<file path="config.mk">
export PLATFORM = sky130hd
export DESIGN_NAME = backoff_retry_ctrl
export DESIGN_NICKNAME = d
export VERILOG_FILES = /design/src/rtl/backoff_pkg.sv /design/src/rtl/backoff_value_reg.sv /design/src/rtl/stall_sequencer.sv /design/src/rtl/backoff_retry_ctrl.sv
export SDC_FILE = /design/constraint.sdc
export NUM_CORES = 1
export LEC_CHECK = 0
export BUFFER_PORTS_ARGS = -buffer_cell sky130_fd_sc_hd__buf_2
export CAP_MARGIN = 20
export CORE_MARGIN = 3
export CORE_UTILIZATION = 40
export CTS_CLUSTER_SIZE = 12
export DETAILED_ROUTE_END_ITERATION = 8
export GPL_TIMING_DRIVEN = 0
export MAX_ROUTING_LAYER = met4
export PLACE_DENSITY_LB_ADDON = 0.12
export SLEW_MARGIN = 20
export SYNTH_ARGS = -nofsm -noshare
export SYNTH_HDL_FRONTEND = slang
export SYNTH_SLANG_ARGS = --single-unit
</file>
<file path="constraint.sdc">
create_clock -name clk -period 3.12 [get_ports clk]
set_input_delay 0.624 -clock clk [delete_from_list [all_inputs] [get_ports clk]]
set_output_delay 0.624 -clock clk [all_outputs]
set_load 0.03 [all_outputs]
</file>
<file path="src/rtl/backoff_pkg.sv">
// Shared types for the backoff retry controller.
// Assumes: three-state sequencing is enough for one thread's retry loop.
package backoff_pkg;
    typedef enum logic [1:0] {
        ST_IDLE  = 2'd0,
        ST_ARMED = 2'd1,
        ST_STALL = 2'd2
    } seq_state_e;
endpackage

</file>
<file path="src/rtl/backoff_value_reg.sv">
// Holds the backoff value: loads 1 on clear, doubles on grow while the
// value is at or below the ceiling, otherwise holds.
// Assumes: clear and grow are never asserted together by the sequencer.
module backoff_value_reg #(
    parameter int CEIL = 4096,
    parameter int BW   = $clog2(CEIL) + 2
) (
    input  logic          clk,
    input  logic          rst_n,
    input  logic          clear_i,
    input  logic          grow_i,
    output logic [BW-1:0] value_o
);
    localparam logic [BW-1:0] CEIL_V = BW'(CEIL);
    localparam logic [BW-1:0] ONE_V  = BW'(1);

    logic [BW-1:0] val_q;

    // Backoff register: reset/clear to one, double below the ceiling.
    always_ff @(posedge clk) begin
        if (!rst_n) begin
            val_q <= ONE_V;
        end else if (clear_i) begin
            val_q <= ONE_V;
        end else if (grow_i && (val_q <= CEIL_V)) begin
            val_q <= val_q << 1;
        end
    end

    assign value_o = val_q;

    assert_backoff_pow2_R4: assert property (@(posedge clk) disable iff (!rst_n)
        $onehot(val_q));

    assert_ceiling_hold_R5: assert property (@(posedge clk) disable iff (!rst_n)
        (val_q > CEIL_V) && !clear_i |=> $stable(val_q));
endmodule

</file>
<file path="src/rtl/stall_sequencer.sv">
// Sequences one atomic retry loop: waits for failures, issues either one
// scaled stall request or backoff+1 fixed chunks, and waits on done.
// Assumes: the stall unit raises done no earlier than the cycle after a
// request strobe; done seen while the strobe is high is not counted.
module stall_sequencer
    import backoff_pkg::*;
#(
    parameter int BW    = 14,
    parameter int SH    = 7,
    parameter int CHUNK = 128,
    parameter int SW    = BW + SH
) (
    input  logic          clk,
    input  logic          rst_n,
    input  logic          start_i,
    input  logic          fail_i,
    input  logic          success_i,
    input  logic          mode_iter_i,
    input  logic          done_i,
    input  logic [BW-1:0] backoff_i,
    output logic          clear_o,
    output logic          grow_o,
    output logic          req_o,
    output logic [SW-1:0] amt_o
);
    localparam int          CW      = BW + 1;
    localparam logic [CW-1:0] CNT_ONE = CW'(1);
    localparam logic [SW-1:0] CHUNK_V = SW'(CHUNK);

    seq_state_e    state_q;
    logic [CW-1:0] remain_q;
    logic          mode_q;
    logic          req_q;
    logic [SW-1:0] amt_q;
    logic          done_ok;

    // A done only counts while a stall is pending and no strobe is fresh.
    assign done_ok = (state_q == ST_STALL) && done_i && !req_q;

    // Main sequencing: start/success override, then failure and done handling.
    always_ff @(posedge clk) begin
        if (!rst_n) begin
            state_q  <= ST_IDLE;
            remain_q <= '0;
            mode_q   <= 1'b0;
            req_q    <= 1'b0;
            amt_q    <= '0;
        end else begin
            req_q <= 1'b0;
            if (start_i) begin
                state_q  <= ST_ARMED;
                remain_q <= '0;
            end else if (success_i) begin
                state_q  <= ST_IDLE;
                remain_q <= '0;
            end else begin
                case (state_q)
                    ST_ARMED: begin
                        if (fail_i) begin
                            state_q <= ST_STALL;
                            mode_q  <= mode_iter_i;
                            req_q   <= 1'b1;
                            if (mode_iter_i) begin
                                amt_q    <= CHUNK_V;
                                remain_q <= {1'b0, backoff_i} + CNT_ONE;
                            end else begin
                                amt_q    <= {backoff_i, {SH{1'b0}}};
                                remain_q <= CNT_ONE;
                            end
                        end
                    end
                    ST_STALL: begin
                        if (done_ok) begin
                            if (remain_q > CNT_ONE) begin
                                remain_q <= remain_q - CNT_ONE;
                                req_q    <= 1'b1;
                            end else begin
                                remain_q <= '0;
                                state_q  <= ST_ARMED;
                            end
                        end
                    end
                    default: ;
                endcase
            end
        end
    end

    // Control to the backoff register: clear on sequence boundaries,
    // grow when the final chunk of a stall is acknowledged.
    always_comb begin
        clear_o = start_i || success_i;
        grow_o  = !clear_o && done_ok && (remain_q == CNT_ONE);
    end

    assign req_o = req_q;
    assign amt_o = amt_q;

    assert_single_strobe_R7: assert property (@(posedge clk) disable iff (!rst_n)
        req_q |=> !req_q);

    assert_chunk_amount_R6: assert property (@(posedge clk) disable iff (!rst_n)
        req_q && mode_q |-> amt_q == CHUNK_V);

    assert_no_req_idle_R8: assert property (@(posedge clk) disable iff (!rst_n)
        (state_q == ST_IDLE) && !start_i |=> !req_q);
endmodule

</file>
<file path="src/rtl/backoff_retry_ctrl.sv">
// Top of the exponential backoff retry controller: joins the backoff
// register and the stall sequencer.
// Assumes: one atomic sequence per instance; pulses are single-cycle.
module backoff_retry_ctrl #(
    parameter int CEIL  = 4096,
    parameter int SH    = 7,
    parameter int CHUNK = 128,
    parameter int BW    = $clog2(CEIL) + 2,
    parameter int SW    = BW + SH
) (
    input  logic          clk,
    input  logic          rst_n,
    input  logic          seq_start_i,
    input  logic          fail_i,
    input  logic          success_i,
    input  logic          mode_iter_i,
    input  logic          stall_done_i,
    output logic          stall_req_o,
    output logic [SW-1:0] stall_amt_o,
    output logic [BW-1:0] backoff_o
);
    logic          clear_w;
    logic          grow_w;
    logic [BW-1:0] value_w;

    backoff_value_reg #(.CEIL(CEIL), .BW(BW)) u_value (
        .clk     (clk),
        .rst_n   (rst_n),
        .clear_i (clear_w),
        .grow_i  (grow_w),
        .value_o (value_w)
    );

    stall_sequencer #(.BW(BW), .SH(SH), .CHUNK(CHUNK), .SW(SW)) u_seq (
        .clk         (clk),
        .rst_n       (rst_n),
        .start_i     (seq_start_i),
        .fail_i      (fail_i),
        .success_i   (success_i),
        .mode_iter_i (mode_iter_i),
        .done_i      (stall_done_i),
        .backoff_i   (value_w),
        .clear_o     (clear_w),
        .grow_o      (grow_w),
        .req_o       (stall_req_o),
        .amt_o       (stall_amt_o)
    );

    assign backoff_o = value_w;

    assert_start_loads_one_R2: assert property (@(posedge clk) disable iff (!rst_n)
        seq_start_i |=> backoff_o == BW'(1));
endmodule

</file>
==> results of run 1 <==
==> flip-flops by register name, indices dropped and copies added, names as in the netlist <==
register,flops
u_seq.remain_q,15
u_seq.amt_o,14
u_value.value_o,14
u_seq.state_q,2
u_seq.req_o,1
==> layout make-up <==
type                       count  area share, %
multi-input combinational    241          51.11
sequential                    46          30.94
timing repair buffer          34          5.717
buffer                        29          5.044
tap                           75          3.153
clock buffer                   6          2.438
inverter                       9          1.135
clock inverter                 2         0.4624
==> worst max-delay path: cells and delay by family (launching register included) <==
| family | cells | cell delay [ps] |
|---|---|---|
| fa+ha+maj | 1 | 290 |
| buf+inv | 3 | 690 |
| flops | 1 | 360 |
| compound gates | 3 | 1000 |
| simple gates | 1 | 210 |
==> through the flow <==
| step | total power [uW] | util (%) | cell area (sq um) | instances |
|---|---|---|---|---|
| final | 1061 | 48.83 | 2977 | 442 |
| after global routing | 1097 | 48.83 | 2977 | 442 |
| after CTS | 1072 | 48.83 | 2977 | 442 |
| after detailed placement | 697.6 | 47.41 | 2890 | 434 |
| after global placement | 697.6 | 47.41 | 2890 | 434 |
| after floorplan | 673.1 | - | 2626 | 325 |
==> power by group through the flow <==
stage / registers (uW) / logic, uW / clock network (uW)
floorplan: 605 / 68.2 / 0
detailed placement: 605 / 93.0 / 0
CTS: 591 / 93.3 / 388
global route: 591 / 105 / 401
finish: 591 / 94.4 / 376
global placement: 605 / 93.1 / 0
==> kinds of logic (layout without fill, tap and decap cells) <==
logic type / Yosys count / count (layout)
AO/OA/AOI/OAI: 68 / 68
other: 1 / 7
multiplexers: 13 / 13
flip-flops: 46 / 46
buffers and inverters: 38 / 80
adder cells (fa/ha/maj): 6 / 6
AND/OR/NAND/NOR: 137 / 137
XOR/XNOR: 10 / 10
==> how the worst min path moves through the flow <==
stage	to	from	slack, ps	depth (start not counted)
after detailed placement	u_seq.remain_q[12]	u_seq.remain_q[12]	480	1
after global routing	u_seq.remain_q[9]	u_seq.remain_q[9]	540	2
final	u_seq.remain_q[12]	u_seq.remain_q[12]	500	1
after global placement	u_seq.remain_q[12]	u_seq.remain_q[12]	480	1
after CTS	u_seq.remain_q[12]	u_seq.remain_q[12]	500	1
after floorplan	u_seq.remain_q[9]	u_seq.remain_q[9]	460	2
==> layout by cell type, fill, tap and decap left out, drive strengths merged, types with 2 or more instances in the layout <==
| cell type | instances |
|---|---|
| nor4 | 5 |
| xnor2 | 9 |
| nor2b | 18 |
| nand2 | 19 |
| o21a | 4 |
| a211oi | 2 |
| a21oi | 21 |
| nand3b | 2 |
| and2 | 2 |
| or4 | 4 |
| a32o | 4 |
| nand2b | 4 |
| nand4 | 11 |
| a31oi | 5 |
| a2bb2oi | 2 |
| conb | 7 |
| nor3b | 9 |
| o32ai | 3 |
| o311a | 3 |
| mux2i | 13 |
| nand3 | 10 |
| inv | 9 |
| or3 | 7 |
| clkbuf | 21 |
| nor2 | 26 |
| dfxtp | 46 |
| nor3 | 15 |
| ha | 6 |
| o21ai | 14 |
| clkinv | 2 |
| buf | 48 |
==> routing by layer <==
layer,global-route usage (%),up-vias
li1,-,1235
met1,26.83,1140
met2,33.03,71
met3,2.662,9
met4,6.091,0
met5,-,-
==> metrics.md, run 1 <==
| Metric | Value |
|---|---|
| Largest family of logic cells by synthesized area | simple AND/OR/NAND/NOR gates |
| Sequential element share of the synthesized area | 35.37% |
| Worst-Skew Late Latency | 300 ps |
| Clock Sink Count | 46 |
| Combinational share of power | 8.9% |
| Run status | finished, final reports clean |
| Internal power | 776.7 uW |
| Antenna violations before repair | 0 |
| Worst slew margin | 47.11% |
| CTS tree | done |
| DR WL met3 | 417 um |
| CP Class | reg2reg |
| Post-Synth Adder-Cell Area | 2.883% |
| Largest cells by area after synthesis | dfxtp_1, mux2i_1, nor2b_1, a21oi_1, nor2_1 |
| Final slew viol count | 0 |
| Fmax | 0.3787 GHz |
| Top-count cell post-synth | dfxtp_1 |
| Top cells by count, synth | dfxtp_1, nor2_1, a21oi_1 |
| RSZ-0062 raised after global routing | no |
| Sw Pwr | 284.2 uW |
| Min setup slack post-route | 479.3 ps |
| Measured slew at the worst slew-check pin | 791.8 ps |
| EDFF count, synth | 0 |
| Vias in the first global route | 2,337 |
| Pre-antenna DRT Iters | 4 |
| Slowest cell on the critical path | o21bai_1 |
| Worst setup SP type | register |
| Initial Util | 42.71% |
| Post-Synth Simple-Gate Area | 28.54% |
| Cell Rows | 28 |
| Multi-input gate area | 0.001521 sq mm |
| Pin count of the biggest net entering global routing | 15 |
| Postcts setup bufs | 0 |
| Top Ports | 43 |
| Final net count | 379 |
| Placeable Area | 0.006096 sq mm |
| Largest area contributor in the netlist | dfxtp_1 |
| Clk pwr share | 35.4% |
| Highest metal used | met4 |
| Main synth FF type | dfxtp_1 |
| Power Density | 356.4 mW/mm^2 |
| Start of the worst register-to-register path | u_seq.state_q[0] |
| Fin crit share | 84.64% |
| Worst-path clk slew | 90 ps |
| Mapped Area | 0.002604 sq mm |
| Post-place setup slack | 567.7 ps |
| # diodes | 0 |
| HP Class | reg2reg |
| Final setup TNS | 0 ps |
| H-tree depth | 2 |
| Worst R2R Path Depth | 8 |
| Flop pwr share | 55.7% |
| Syn Inst Count | 319 |
| Synth Register Bits | 46 |
| Worst path max stage delay | 660 ps |
| Worst Clk Skew | 7.983 ps |
| CP required | 3350 ps |
| Gr usage total | 20.48% |
| Synth top area share | 35.37% |
| Maximum resistive drop on vdd | 0.1822 mV |
| Hold_buf cts | 0 |
| Global-route wire length before repair | 11.90 mm |
| DRC violation count after routing | 0 |
| Endpoint class of the critical path | register |
| Met2 wire len | 3.316 mm |
| Post-cts resize count | 0 |
| Final min period | 2641 ps |
| Worst r2r dst | u_seq.remain_q[3] |
| Die ar. | 0.007513 sq mm |
| Compound-Gate Fraction of Synth Area | 17.64% |
| Cell mode on critical path | clkbuf_1 |
| Chip Width | 86.68 um |
| Static leakage | 0.001120 uW |
| Sw Share | 26.79% |
| Fin. Hold Viols | 0 |
| Crit path to | u_seq.remain_q[3] |
| Share of layout cells above drive strength 1 | 16.08% |
| Root Driver | clkbuf_8 |
| P&R area growth vs syn | 14.32% |
| Setup violators final | 0 |
| Post-synthesis xor/xnor area fraction | 3.364% |
| Crit path launch | u_seq.state_q[0] |
| Filler Cells Inserted | 625 |
| Hpwl dp | 5.265 mm |
| Max Cap Violations | 0 |
| Worst-path maximum fanout | 10 |
| Async S/R FF share, synth | 0% |
| Num CTS Buffers | 5 |
| PortBufs | 34 |
| Clock buffer depth | 2 |
| Synth unique cells | 51 |
| Vias | 2,455 |
| Height of the die | 86.68 um |
| Mux cell area share after synthesis | 4.998% |
| YS warnings | 0 |
| DRT met1 WL | 3.342 mm |
| Vias per cell | 5.554 |
| FF/Latch Area | 920.9 sq um |
| R2r setup slk | 480 ps |
| WL final | 7.177 mm |
| Syn_area_per_cell | 8.162 sq um |
| Number of nets with antenna violations after routing | 0 |
| Post-DR wirelength/cell | 16.24 um |
| DR iter-0 viols | 217 |
| Critical Path AT | 2870 ps |
| Crit-path cells | inv_1, ha_1, and3b_1, clkbuf_1, o21bai_1, clkbuf_1, a22oi_1, a31oi_1 |
| Min Hold Slack | 503.4 ps |
| Total gr overflow | 0 |
| Gpl congestion | 0.8919 |
(Power assumes the default switching activity.)
==> run 2, diff against run 1 <==
Clock period 3.12 ns to 2.26 ns, I/O delays scaled along.
==> run 2 against run 1 <==
Net effect:
- the flow now finishes with violations (negative setup slack)
- power rose by 41%
- first-iteration DRC count is 32% higher
- cell count is 1.6% higher
- worst setup slack got worse by 520 ps
- worst hold slack worse by 150 ps
- sequential power up 38%
- count of clock-buffer cells in the layout decreased by 1
- critical endpoint is now u_value.value_o[9]
==> metrics.md, run 2 (same netlist as run 1, synthesis figures left out) <==
| Metric | Value |
|---|---|
| Max FFs per register | 15 |
| Vias | 2,562 |
| Worst-Skew Late Latency | 320 ps |
| Post-DR wirelength/cell | 16.49 um |
| Num CTS Buffers | 5 |
| Worst-path clk slew | 100 ps |
| P&R area growth vs syn | 19.46% |
| Static leakage | 0.001167 uW |
| Most common cell after layout, fill and taps aside | dfxtp_1 |
| Vias in the first global route | 2,327 |
| RSZ-0062 raised after global routing | yes |
| Pin count of the biggest net entering global routing | 17 |
| Share of layout cells above drive strength 1 | 21.66% |
| Antenna violations before repair | 0 |
| Fin. Hold Viols | 0 |
| Hold_buf cts | 0 |
| Worst setup SP type | register |
| DR iter-0 viols | 286 |
| DRC violation count after routing | 0 |
| H-tree depth | 2 |
| Hpwl dp | 5.179 mm |
| Global-route wire length before repair | 12.01 mm |
| Fin crit share | 101.6% |
| Start of the worst register-to-register path | u_seq.remain_q[9] |
| PortBufs | 34 |
| Pre-antenna DRT Iters | 5 |
| CTS tree | done |
| Worst slew margin | 60.15% |
| Post-route cell area | 0.003110 sq mm |
| Post-place setup slack | -285.6 ps |
| WL final | 7.404 mm |
| Filler Cells Inserted | 598 |
| Maximum resistive drop on vdd | 0.3249 mV |
| CP required | 2470 ps |
| Cell Rows | 28 |
| Run status | finished, violations left |
| Most frequent cells in the layout | dfxtp_1, buf_2, nor2_1 |
| Crit path to | u_value.value_o[9] |
| Vias per cell | 5.706 |
| CP Class | reg2reg |
| Placed Area | 0.002900 sq mm |
| Total gr overflow | 0 |
| Height of the die | 86.68 um |
| Most flop-heavy register | u_seq.remain_q |
| Top Ports | 43 |
| Final min period | 2297 ps |
| Setup violators final | 12 |
| Worst Clk Skew | 14.70 ps |
| Crit path launch | u_seq.remain_q[9] |
| # diodes | 0 |
| Root Driver | clkbuf_8 |
| Failing checks | negative setup slack |
| Final Util | 51.03% |
| Number of nets with antenna violations after routing | 0 |
| HP Class | in2reg |
| Worst r2r dst | u_value.value_o[9] |
| Clock buffer depth | 2 |
| Worst-path maximum fanout | 5 |
| Power Density | 481.3 mW/mm^2 |
| Endpoint class of the critical path | register |
| Measured slew at the worst slew-check pin | 597.8 ps |
| Initial Util | 42.71% |
| Fmax | 0.4354 GHz |
| Final net count | 386 |
| R2r setup slk | -40 ps |
| Final slew viol count | 0 |
| Gr usage total | 20.77% |
| Clock Sink Count | 46 |
| Gpl congestion | 0.8797 |
| Die ar. | 0.007513 sq mm |
| Max Cap Violations | 0 |
| Placeable Area | 0.006096 sq mm |
| Min setup slack post-route | -36.81 ps |
| Critical Path AT | 2510 ps |
| Worst R2R Path Depth | 6 |
| Chip Width | 86.68 um |
| Hold Path Stages | 3 |
run 2: cell types whose count changed in the layout (fill, tap and decap cells not counted), sizes merged:
| cell | change |
|---|---|
| buf | +8 |
| clkinv | -2 |
| clkinvlp | +2 |
| inv | +1 |
| clkbuf | -2 |
run 2: worst max-delay path, cell delays in order (launching register included):
cell      delay [ps]
dfxtp_2          330
or4_4            530
or4_4            550
a211oi_4         340
buf_6            190
mux2i_1          190
nor2_1            50
run 2: repair_timing:
item                                    CTS  global route
gates cloned                              2             0
pin swaps                                 3            11
gates resized for setup                  12            11
buffers inserted                          7             0
hold endpoints to repair                  0             0
endpoints found under the setup margin   29            29
run 2: cell type report:
class / instances / area, sq um / share of cell area, %
clock buffer: 5 / 68.82 / 2.212
timing repair buffer: 43 / 252.7 / 8.125
clock inverter: 3 / 23.77 / 0.7643
multi-input combinational: 241 / 1560 / 50.16
sequential: 46 / 928.4 / 29.85
inverter: 9 / 33.78 / 1.086
buffer: 27 / 148.9 / 4.787
tap: 75 / 93.84 / 3.017
run 2: routing by layer:
layer	vias up	track usage [%]	share of wire (%)
li1	1241	-	-
met1	1211	27.89	47
met2	101	31.08	45
met3	9	4.943	6.2
met4	0	6.091	1.1
met5	-	-	0
run 2: report_power, final:
part	total (uW)	leakage, uW	switching, uW	internal (uW)
sequential	814	0.000373	2.55	812
clock	548	0.0000408	326	222
combinational	134	0.000753	92.1	42.3
run 2: stage by stage:
step	total power (uW)	TNS [ps]	hold WS (ps)	cells
2_1_floorplan	929.3	-854.0	457.0	325
3_3_place_gp	962.9	-6084	474.5	434
3_5_place_dp	962.9	-5883	478.1	434
4_1_cts	1498	-3097	358.4	451
5_1_grt	1551	-812.1	372.6	449
6_report	1497	-219.6	358.1	449
run 2: worst min path at each step:
stage                    endpoint          startpoint
4_1_cts          u_seq.state_q[0]         seq_start_i
3_3_place_gp   u_seq.remain_q[12]  u_seq.remain_q[12]
3_5_place_dp    u_seq.remain_q[9]   u_seq.remain_q[9]
6_report         u_seq.state_q[0]         seq_start_i
2_1_floorplan   u_seq.remain_q[9]   u_seq.remain_q[9]
5_1_grt          u_seq.state_q[0]         seq_start_i
==> run 3, diff against run 2 <==
Settings changed: SETUP_SLACK_MARGIN from default to 0.1.
==> run 3 against run 2 <==
Net effect:
- the run still ends with negative setup slack left
- clock skew is 10 ps lower
- via count is 2.8% lower
- first-iteration DRC count is 57% lower
- critical path type unchanged
==> metrics.md, run 3 (same netlist as run 1, synthesis figures left out) <==
| Metric | Value |
|---|---|
| PortBufs | 34 |
| Max FFs per register | 15 |
| Hold Path Stages | 3 |
| Run status | finished, violations left |
| Final net count | 386 |
| Hold_sp | seq_start_i |
| Worst setup SP type | register |
| Most common cell after layout, fill and taps aside | dfxtp_1 |
| Maximum resistive drop on vdd | 0.3041 mV |
| Final slew viol count | 0 |
| FF/Latch Area | 925.9 sq um |
| Height of the die | 86.68 um |
| Fin crit share | 105.4% |
| Total power | 1585 uW |
| CTS tree | done |
| Fmax | 0.4200 GHz |
| DRC violation count after routing | 0 |
| Clock buffer depth | 2 |
| Top Ports | 43 |
| Share of layout cells above drive strength 1 | 20.86% |
| Crit-path cells | or4_4, buf_6, or4_4, a211oi_4, buf_6, mux2i_1, nor2_1 |
| # diodes | 0 |
| Initial Util | 42.71% |
| Vias | 2,491 |
| Start of the worst register-to-register path | u_seq.remain_q[9] |
| Multi-input gate area | 0.001574 sq mm |
| Static leakage | 0.001179 uW |
| CP required | 2450 ps |
| Measured slew at the worst slew-check pin | 642.7 ps |
| P&R area growth vs syn | 20.47% |
| Clock Sink Count | 46 |
| WL final | 7.339 mm |
| Slowest cell on the critical path | or4_4 |
| CP Class | reg2reg |
| HP Class | in2reg |
| Post-DR wirelength/cell | 16.35 um |
| Num CTS Buffers | 5 |
| Worst path max stage delay | 540 ps |
| RSZ-0062 raised after global routing | yes |
| DR iter-0 viols | 124 |
| Power Density | 505.3 mW/mm^2 |
| Global-route wire length before repair | 12.09 mm |
| Gr usage total | 20.92% |
| Worst-Skew Late Latency | 310 ps |
| Vias in the first global route | 2,416 |
| Vias per cell | 5.548 |
| Placeable Area | 0.006096 sq mm |
| Worst-path clk slew | 90 ps |
| Setup violators final | 19 |
| Max Cap Violations | 0 |
| Fin. Hold Viols | 0 |
| Hold Path End | u_seq.state_q[0] |
| R2r setup slk | -120 ps |
| Final min period | 2381 ps |
| Hold_buf cts | 0 |
| Antenna violations before repair | 0 |
| Die ar. | 0.007513 sq mm |
| Worst Clk Skew | 4.628 ps |
| Pre-antenna DRT Iters | 4 |
| Root Driver | clkbuf_8 |
| Filler Cells Inserted | 639 |
| Worst r2r dst | u_value.value_o[11] |
| Number of nets with antenna violations after routing | 0 |
| Cell Rows | 28 |
| Critical Path AT | 2570 ps |
| Total gr overflow | 0 |
| Endpoint class of the critical path | register |
| Gpl congestion | 0.9084 |
| H-tree depth | 2 |
| Worst R2R Path Depth | 7 |
| Most flop-heavy register | u_seq.remain_q |
| Worst slew margin | 56.82% |
| Failing checks | negative setup slack |
| Hpwl dp | 5.205 mm |
| Min setup slack post-route | -121.1 ps |
| Final setup TNS | -1319 ps |
| Chip Width | 86.68 um |
| Pin count of the biggest net entering global routing | 15 |
| Worst-path maximum fanout | 5 |
| Most frequent cells in the layout | dfxtp_1, buf_2, nor2_1 |
==> run 3: through the flow <==
| step | hold slack [ps] | setup slack, ps | utilization (%) | instance area (sq um) | std cells |
|---|---|---|---|---|---|
| 2_1_floorplan | 457.0 | -93.87 | - | 2636 | 325 |
| 3_3_place_gp | 482.0 | -362.0 | 47.58 | 2900 | 434 |
| 3_5_place_dp | 480.1 | -378.7 | 47.58 | 2900 | 434 |
| 4_1_cts | 363.5 | -168.6 | 51.15 | 3118 | 449 |
| 5_1_grt | 387.6 | -176.2 | 51.46 | 3137 | 449 |
| 6_report | 365.1 | -121.1 | 51.46 | 3137 | 449 |
==> run 3: how the worst max path moves through the flow <==
stage | depth (start not counted) | slack, ps | start | to
4_1_cts | 7 | -170 | u_seq.remain_q[9] | u_value.value_o[11]
6_report | 7 | -120 | u_seq.remain_q[9] | u_value.value_o[11]
3_5_place_dp | 8 | -380 | u_seq.state_q[0] | u_seq.remain_q[3]
5_1_grt | 7 | -180 | u_seq.remain_q[9] | u_value.value_o[12]
3_3_place_gp | 8 | -360 | u_seq.state_q[0] | u_seq.remain_q[3]
2_1_floorplan | 7 | -90 | u_seq.remain_q[6] | u_value.value_o[10]
==> run 3: layout make-up <==
type,instances,share of cell area [%]
repair buffers,41,7.459
multi-input cells,241,50.18
clock buffers,6,2.314
inverters,9,1.077
well taps,75,2.992
flip-flops and latches,46,29.52
clock inverters,2,1.197
plain buffers,29,5.265
==> run 3: repair_timing <==
item | CTS | global route
endpoints found under the setup margin | 29 | 28
setup buffers | 5 | 0
gates cloned | 2 | 0
gates resized for setup | 18 | 7
pin swaps | 5 | 3
==> run 3: metal layers <==
metal  wire length, um  vias up  global-route usage, %
met5                 0        -                      -
met4               104        0                  8.357
met3               378       12                  3.517
met2              3274       69                  31.15
met1              3582     1163                  28.20
li1                  -     1247                      -
==> run 3: power by group <==
group | switching [uW] | internal [uW]
combinational | 94.6 | 44.8
clock | 301 | 330
sequential | 2.53 | 812
total | 398 | 1190
==> run 3: critical path: cells and delay by family, from the launching register on <==
| kind | cells | cell delay (ps) |
|---|---|---|
| AO/OA/AOI/OAI | 1 | 290 |
| multiplexers | 1 | 200 |
| flip-flops | 1 | 320 |
| AND/OR/NAND/NOR | 3 | 1140 |
| buffers and inverters | 2 | 310 |
